<file path="src/rtl/branch_seq4.sv">
module branch_seq4 #(
  parameter int SW = 4,
  parameter int CW = 13
) (
  input  logic          clk,
  input  logic          rst,
  input  logic          wait_in,
  input  logic          ir15,
  input  logic          ir14,
  input  logic          ac15,
  output logic [SW-1:0] state,
  output logic [CW-1:0] ctrl
);
  localparam int UW    = 2 + 4*SW + CW;
  localparam int NSEL  = UW - 1;
  localparam int BSEL  = UW - 2;
  localparam int WORDS = 1 << SW;

  localparam logic [SW-1:0] S_RES = 0,  S_IF0 = 1,  S_IF1 = 2,  S_IF2 = 3,
                            S_IF3 = 4,  S_OD  = 5,  S_LD0 = 6,  S_LD1 = 7,
                            S_LD2 = 8,  S_ST0 = 9,  S_ST1 = 10, S_AD0 = 11,
                            S_AD1 = 12, S_AD2 = 13, S_BR0 = 14, S_BR1 = 15;

  localparam int C_PCCLR = 0, C_PCINC = 1, C_PCMAR = 2, C_REQ = 3, C_RD = 4,
                 C_MEMBUF = 5, C_BUFIR = 6, C_IRMAR = 7, C_ACBUF = 8,
                 C_BUFAC = 9, C_ADD = 10, C_IRPC = 11, C_WR = 12;

  function automatic logic [CW-1:0] bits(input int a, input int b = -1,
                                         input int c = -1);
    logic [CW-1:0] v = '0;
    if (a >= 0) v[a] = 1'b1;
    if (b >= 0) v[b] = 1'b1;
    if (c >= 0) v[c] = 1'b1;
    return v;
  endfunction

  function automatic logic [UW-1:0] mk(input logic as, input logic bs,
      input logic [SW-1:0] f0, input logic [SW-1:0] f1,
      input logic [SW-1:0] f2, input logic [SW-1:0] f3,
      input logic [CW-1:0] c);
    return {as, bs, f3, f2, f1, f0, c};
  endfunction

  function automatic logic [UW-1:0] uni(input logic [SW-1:0] f,
                                        input logic [CW-1:0] c);
    return mk(1'b0, 1'b0, f, f, f, f, c);
  endfunction

  function automatic logic [UW-1:0] rom(input logic [SW-1:0] s);
    case (s)
      S_RES:   rom = uni(S_IF0, bits(C_PCCLR));
      S_IF0:   rom = uni(S_IF1, bits(C_PCINC, C_PCMAR));
      S_IF1:   rom = mk(0, 0, S_IF1, S_IF1, S_IF2, S_IF2, bits(C_REQ, C_RD));
      S_IF2:   rom = mk(0, 0, S_IF3, S_IF3, S_IF2, S_IF2,
                        bits(C_REQ, C_RD, C_MEMBUF));
      S_IF3:   rom = mk(0, 0, S_IF3, S_IF3, S_OD, S_OD, bits(C_BUFIR));
      S_OD:    rom = mk(1, 1, S_LD0, S_ST0, S_AD0, S_BR0, '0);
      S_LD0:   rom = uni(S_LD1, bits(C_IRMAR));
      S_LD1:   rom = mk(0, 0, S_LD2, S_LD2, S_LD1, S_LD1,
                        bits(C_REQ, C_RD, C_MEMBUF));
      S_LD2:   rom = uni(S_IF0, bits(C_BUFAC));
      S_ST0:   rom = uni(S_ST1, bits(C_IRMAR, C_ACBUF));
      S_ST1:   rom = mk(0, 0, S_IF0, S_IF0, S_ST1, S_ST1, bits(C_REQ, C_WR));
      S_AD0:   rom = uni(S_AD1, bits(C_IRMAR));
      S_AD1:   rom = mk(0, 0, S_AD2, S_AD2, S_AD1, S_AD1,
                        bits(C_REQ, C_RD, C_MEMBUF));
      S_AD2:   rom = uni(S_IF0, bits(C_ADD));
      S_BR0:   rom = mk(0, 0, S_IF0, S_BR1, S_IF0, S_BR1, '0);
      default: rom = uni(S_IF0, bits(C_IRPC));
    endcase
  endfunction

  logic [UW-1:0] store [WORDS];
  for (genvar g = 0; g < WORDS; g++) begin : g_rom
    assign store[g] = rom(SW'(g));
  end

  logic [UW-1:0] word;
  logic          alpha, beta;
  logic [1:0]    idx;
  logic [SW-1:0] nxt;

  assign word  = store[state];
  assign alpha = word[NSEL] ? ir15 : wait_in;
  assign beta  = word[BSEL] ? ir14 : ac15;
  assign idx   = {alpha, beta};
  assign nxt   = word[CW + 32'(idx)*SW +: SW];
  assign ctrl  = word[CW-1:0];

  always_ff @(posedge clk)
    if (rst) state <= S_RES;
    else     state <= nxt;

  a_r4_dispatch: assert property (@(posedge clk) disable iff (rst)
    state == S_OD |=> state == ({$past(ir15), $past(ir14)} == 2'b00 ? S_LD0 :
                                {$past(ir15), $past(ir14)} == 2'b01 ? S_ST0 :
                                {$past(ir15), $past(ir14)} == 2'b10 ? S_AD0 : S_BR0));
  a_r6_branch: assert property (@(posedge clk) disable iff (rst)
    state == S_BR0 |=> state == ($past(ac15) ? S_BR1 : S_IF0));
  a_r3_fetch_hold: assert property (@(posedge clk) disable iff (rst)
    (state == S_IF1 && !wait_in) |=> state == S_IF1);
  a_r5_operand_hold: assert property (@(posedge clk) disable iff (rst)
    ((state == S_LD1 || state == S_ST1 || state == S_AD1) && wait_in) |=> $stable(state));
  a_r7_return: assert property (@(posedge clk) disable iff (rst)
    (state == S_LD2 || state == S_AD2 || state == S_BR1) |=> state == S_IF0);
  a_r9_rw_excl: assert property (@(posedge clk) disable iff (rst)
    !(ctrl[C_RD] && ctrl[C_WR]));
  a_r9_pc_src: assert property (@(posedge clk) disable iff (rst)
    $onehot0({ctrl[C_PCCLR], ctrl[C_PCINC], ctrl[C_IRPC]}));
endmodule

</file>
<file path="config.mk">
export PLATFORM = sky130hd
export DESIGN_NAME = branch_seq4
export DESIGN_NICKNAME = d
export VERILOG_FILES = /design/src/rtl/branch_seq4.sv
export SDC_FILE = /design/constraint.sdc
export NUM_CORES = 1
export LEC_CHECK = 0
export ABC_AREA = 1
export ABC_CLOCK_PERIOD_IN_PS = 3500
export BUFFER_PORTS_ARGS = -buffer_cell sky130_fd_sc_hd__buf_2
export CORE_ASPECT_RATIO = 0.6
export CORE_MARGIN = 4
export CORE_UTILIZATION = 35
export DETAILED_ROUTE_END_ITERATION = 16
export GPL_ROUTABILITY_DRIVEN = 0
export PLACE_DENSITY = 0.54
export SYNTH_ARGS = -nofsm -noshare
export SYNTH_HDL_FRONTEND = slang
export SYNTH_SLANG_ARGS = --single-unit
</file>
<file path="constraint.sdc">
create_clock -name clk -period 3.5 [get_ports clk]
set_input_delay 0.525 -clock clk [delete_from_list [all_inputs] [get_ports clk]]
set_output_delay 0.525 -clock clk [all_outputs]
set_load 0.1 [all_outputs]
</file>
==> flow_summary_export.csv <==
group,metric,value,unit
outcome,status,"completed",
place,port_buffers,22,
finish,drive_above_1_share,19.7,%
worst_hold_path,min_delay_path_depth,2,
floorplanning,rows,13,
grt,grt_pass1_vias,776,
floorplanning,boundaryPins,23,
finish,synthToLayoutAreaGrowth,18.6,%
clocking,cts.root.buffer_cell,"clkbuf_8",
sta,setup_ws,0.972,ns
setup_path,required,2.97,ns
sta,maxSlewViolCount,0,
clocking,clock_path_buffers,2,
floorplanning,die_w,69.6,µm
power,leakage,0.000570,µW
power,p_per_area,467,nW/µm²
worst_hold_path,min_from,"rst",
grt,grt_first_pass_wirelength,3590,µm
routing,finalWirelength,2160,µm
setup_path,path_class,"flip-flop to output port",
finish,fin_cells,187,
clocking,cts_setup_buffers,0,
yosys,yosys_warnings,0,
yosys,syn_area,796,µm²
yosys,synth-seq-cells,4,
sta,whs,0.488,ns
flow_run,drv_cap,0,
grt,track_usage,14.2,%
finish,final_nets,180,
sta,fin_crit,2.53,ns
worst_hold_path,hold_path_class,"input pin to flip-flop",
routing,num_vias,899,
setup_path,worst_r2r_path_depth,8,
yosys,synth_area_per_cell,5.81,µm²
setup_path,cp-end-kind,"output port",
sta,max_slew_margin,54.4,%
floorplanning,core_area,2160,µm²
floorplanning,fp.dieH,44.9,µm
clocking,clkLatencyLatePin,0.21,ns
grt,grt_max_degree,19,
finish,antennaDiodeCount,0,
clocking,ctsHoldBuffers,0,
sta,hold_viol_final,0,
place,dp.cells,184,
yosys,synth_nets,158,
clocking,cts_resized,0,
yosys,ys_types,17,
worst_hold_path,whs_endpoint,"state[1]",
routing,ant_nets,0,
yosys,netlist_instances,137,
yosys,ys_seq_area_share,10.1,%
clocking,cts.sinks,4,
floorplanning,initial_core_util,36.8,%
routing,wl_per_cell,11.6,µm
grt,gr-total-overflow,0,
power,peakVddDrop,0.117,mV
clocking,clk_pin_slew,0.03,ns
setup_path,worst_ep_arrival_time,2.00,ns
place,dp_hpwl,1770,µm
sta,max_slew.worst_pin.slew,0.683,ns
floorplanning,die_area,3130,µm²
routing,drc,0,
sta,setup_viol,0,
setup_path,r2r_setup_slack,1.46,ns
sta,rsz0062_at_grt,"false",
setup_path,r2r_end,"state[1]",
finish,utilization,43.6,%
sta,max_freq,396,MHz
clocking,h-tree-depth,1,
sta,clock_skew,0.00212,ns
routing,dr.pass1.iters,4,
setup_path,path_max_fanout,18,
sta,fin_crit_sh,72.2,%
place,dpl_worst_slack,1.19,ns
routing,drt_iter0_markers,43,
grt,grt_antenna_before_repair,0,
clocking,cts_tree,"yes",
clocking,numCtsBuffers,3,
setup_path,crit_path_start_kind,"flip-flop",
routing,vias_per_cell,4.81,
kinds of logic (layout without fill, tap and decap cells):
| kind of cell | Yosys count | after routing | synth area share, % |
|---|---|---|---|
| compound gates | 18 | 18 | 11.8 |
| buf+inv | 24 | 44 | 15.1 |
| simple gates | 76 | 76 | 39.5 |
| flops | 4 | 4 | 10.1 |
| fa+ha+maj | 15 | 15 | 23.6 |
stage by stage:
stage                     area, µm²  setup TNS (ns)  total power [µW]
final                           943               0               441
after global routing            943               0               471
after CTS                       943               0               445
after detailed placement        902               0               346
after global placement          902               0               347
after floorplan                 801          -0.195               302
worst max-delay path by stage:
| stage | startpoint | end | slack [ns] | cells past startpoint |
|---|---|---|---|---|
| floorplan | state[0] | ctrl[2] | -0.19 | 4 |
| global placement | state[3] | ctrl[3] | 1.17 | 6 |
| detailed placement | state[3] | ctrl[3] | 1.19 | 6 |
| CTS | state[3] | ctrl[3] | 0.95 | 6 |
| global route | state[3] | ctrl[3] | 0.82 | 6 |
| finish | state[3] | ctrl[3] | 0.97 | 6 |
Yosys cell counts:
master	number	area, µm²
a21oi_1	5	25.0
a21oi_2	1	8.76
buf_2	1	5.00
buf_4	1	7.51
buf_6	3	33.8
dfxtp_1	4	80.1
ha_1	15	188
inv_1	18	67.6
inv_4	1	6.26
nand2_1	46	173
nand2_2	2	12.5
nand3_1	9	45.0
nand3_2	1	10.0
nand4_1	1	6.26
nor2_1	14	52.6
nor3_1	3	15.0
o21ai_0	12	60.1
where the power goes:
part	total, µW	switching, µW	internal (µW)	leakage, µW
registers	65.2	14.3	50.8	0.0000329
clock network	95.4	22.2	73.2	0.0000216
logic	280	224	56.3	0.000515
total	441	260	180	0.000570
final cells by class:
| type | instances | area, µm² |
|---|---|---|
| Inverter | 19 | 73.8 |
| Fill cell | 244 | 1220 |
| Sequential cell | 4 | 80.1 |
| Tap cell | 30 | 37.5 |
| Multi-Input combinational cell | 109 | 601 |
| Clock buffer | 3 | 41.3 |
| Timing Repair Buffer | 22 | 110 |
placed cells by master, fill, tap and decap left out, drive strengths merged:
master / instances
buf: 22
nand3: 10
nand4: 1
o21ai: 12
dfxtp: 4
nor3: 3
ha: 15
nand2: 48
a21oi: 6
inv: 19
nor2: 14
clkbuf: 3
critical path: stages (launching register included):
cell	delay, ns
dfxtp_1	0.75
inv_4	0.17
nand2_1	0.18
inv_1	0.10
a21oi_1	0.20
nand3_1	0.09
buf_2	0.30
routing by layer:
layer / vias up / GRT usage [%] / part of all wire, %
li1: 468 / - / -
met1: 393 / 21.1 / 51
met2: 38 / 21.8 / 41
met3: 0 / 3.11 / 8.1
met4: 0 / 1.17 / 0
met5: - / 0 / 0
No activity file was read; power rests on OpenSTA's default activity.
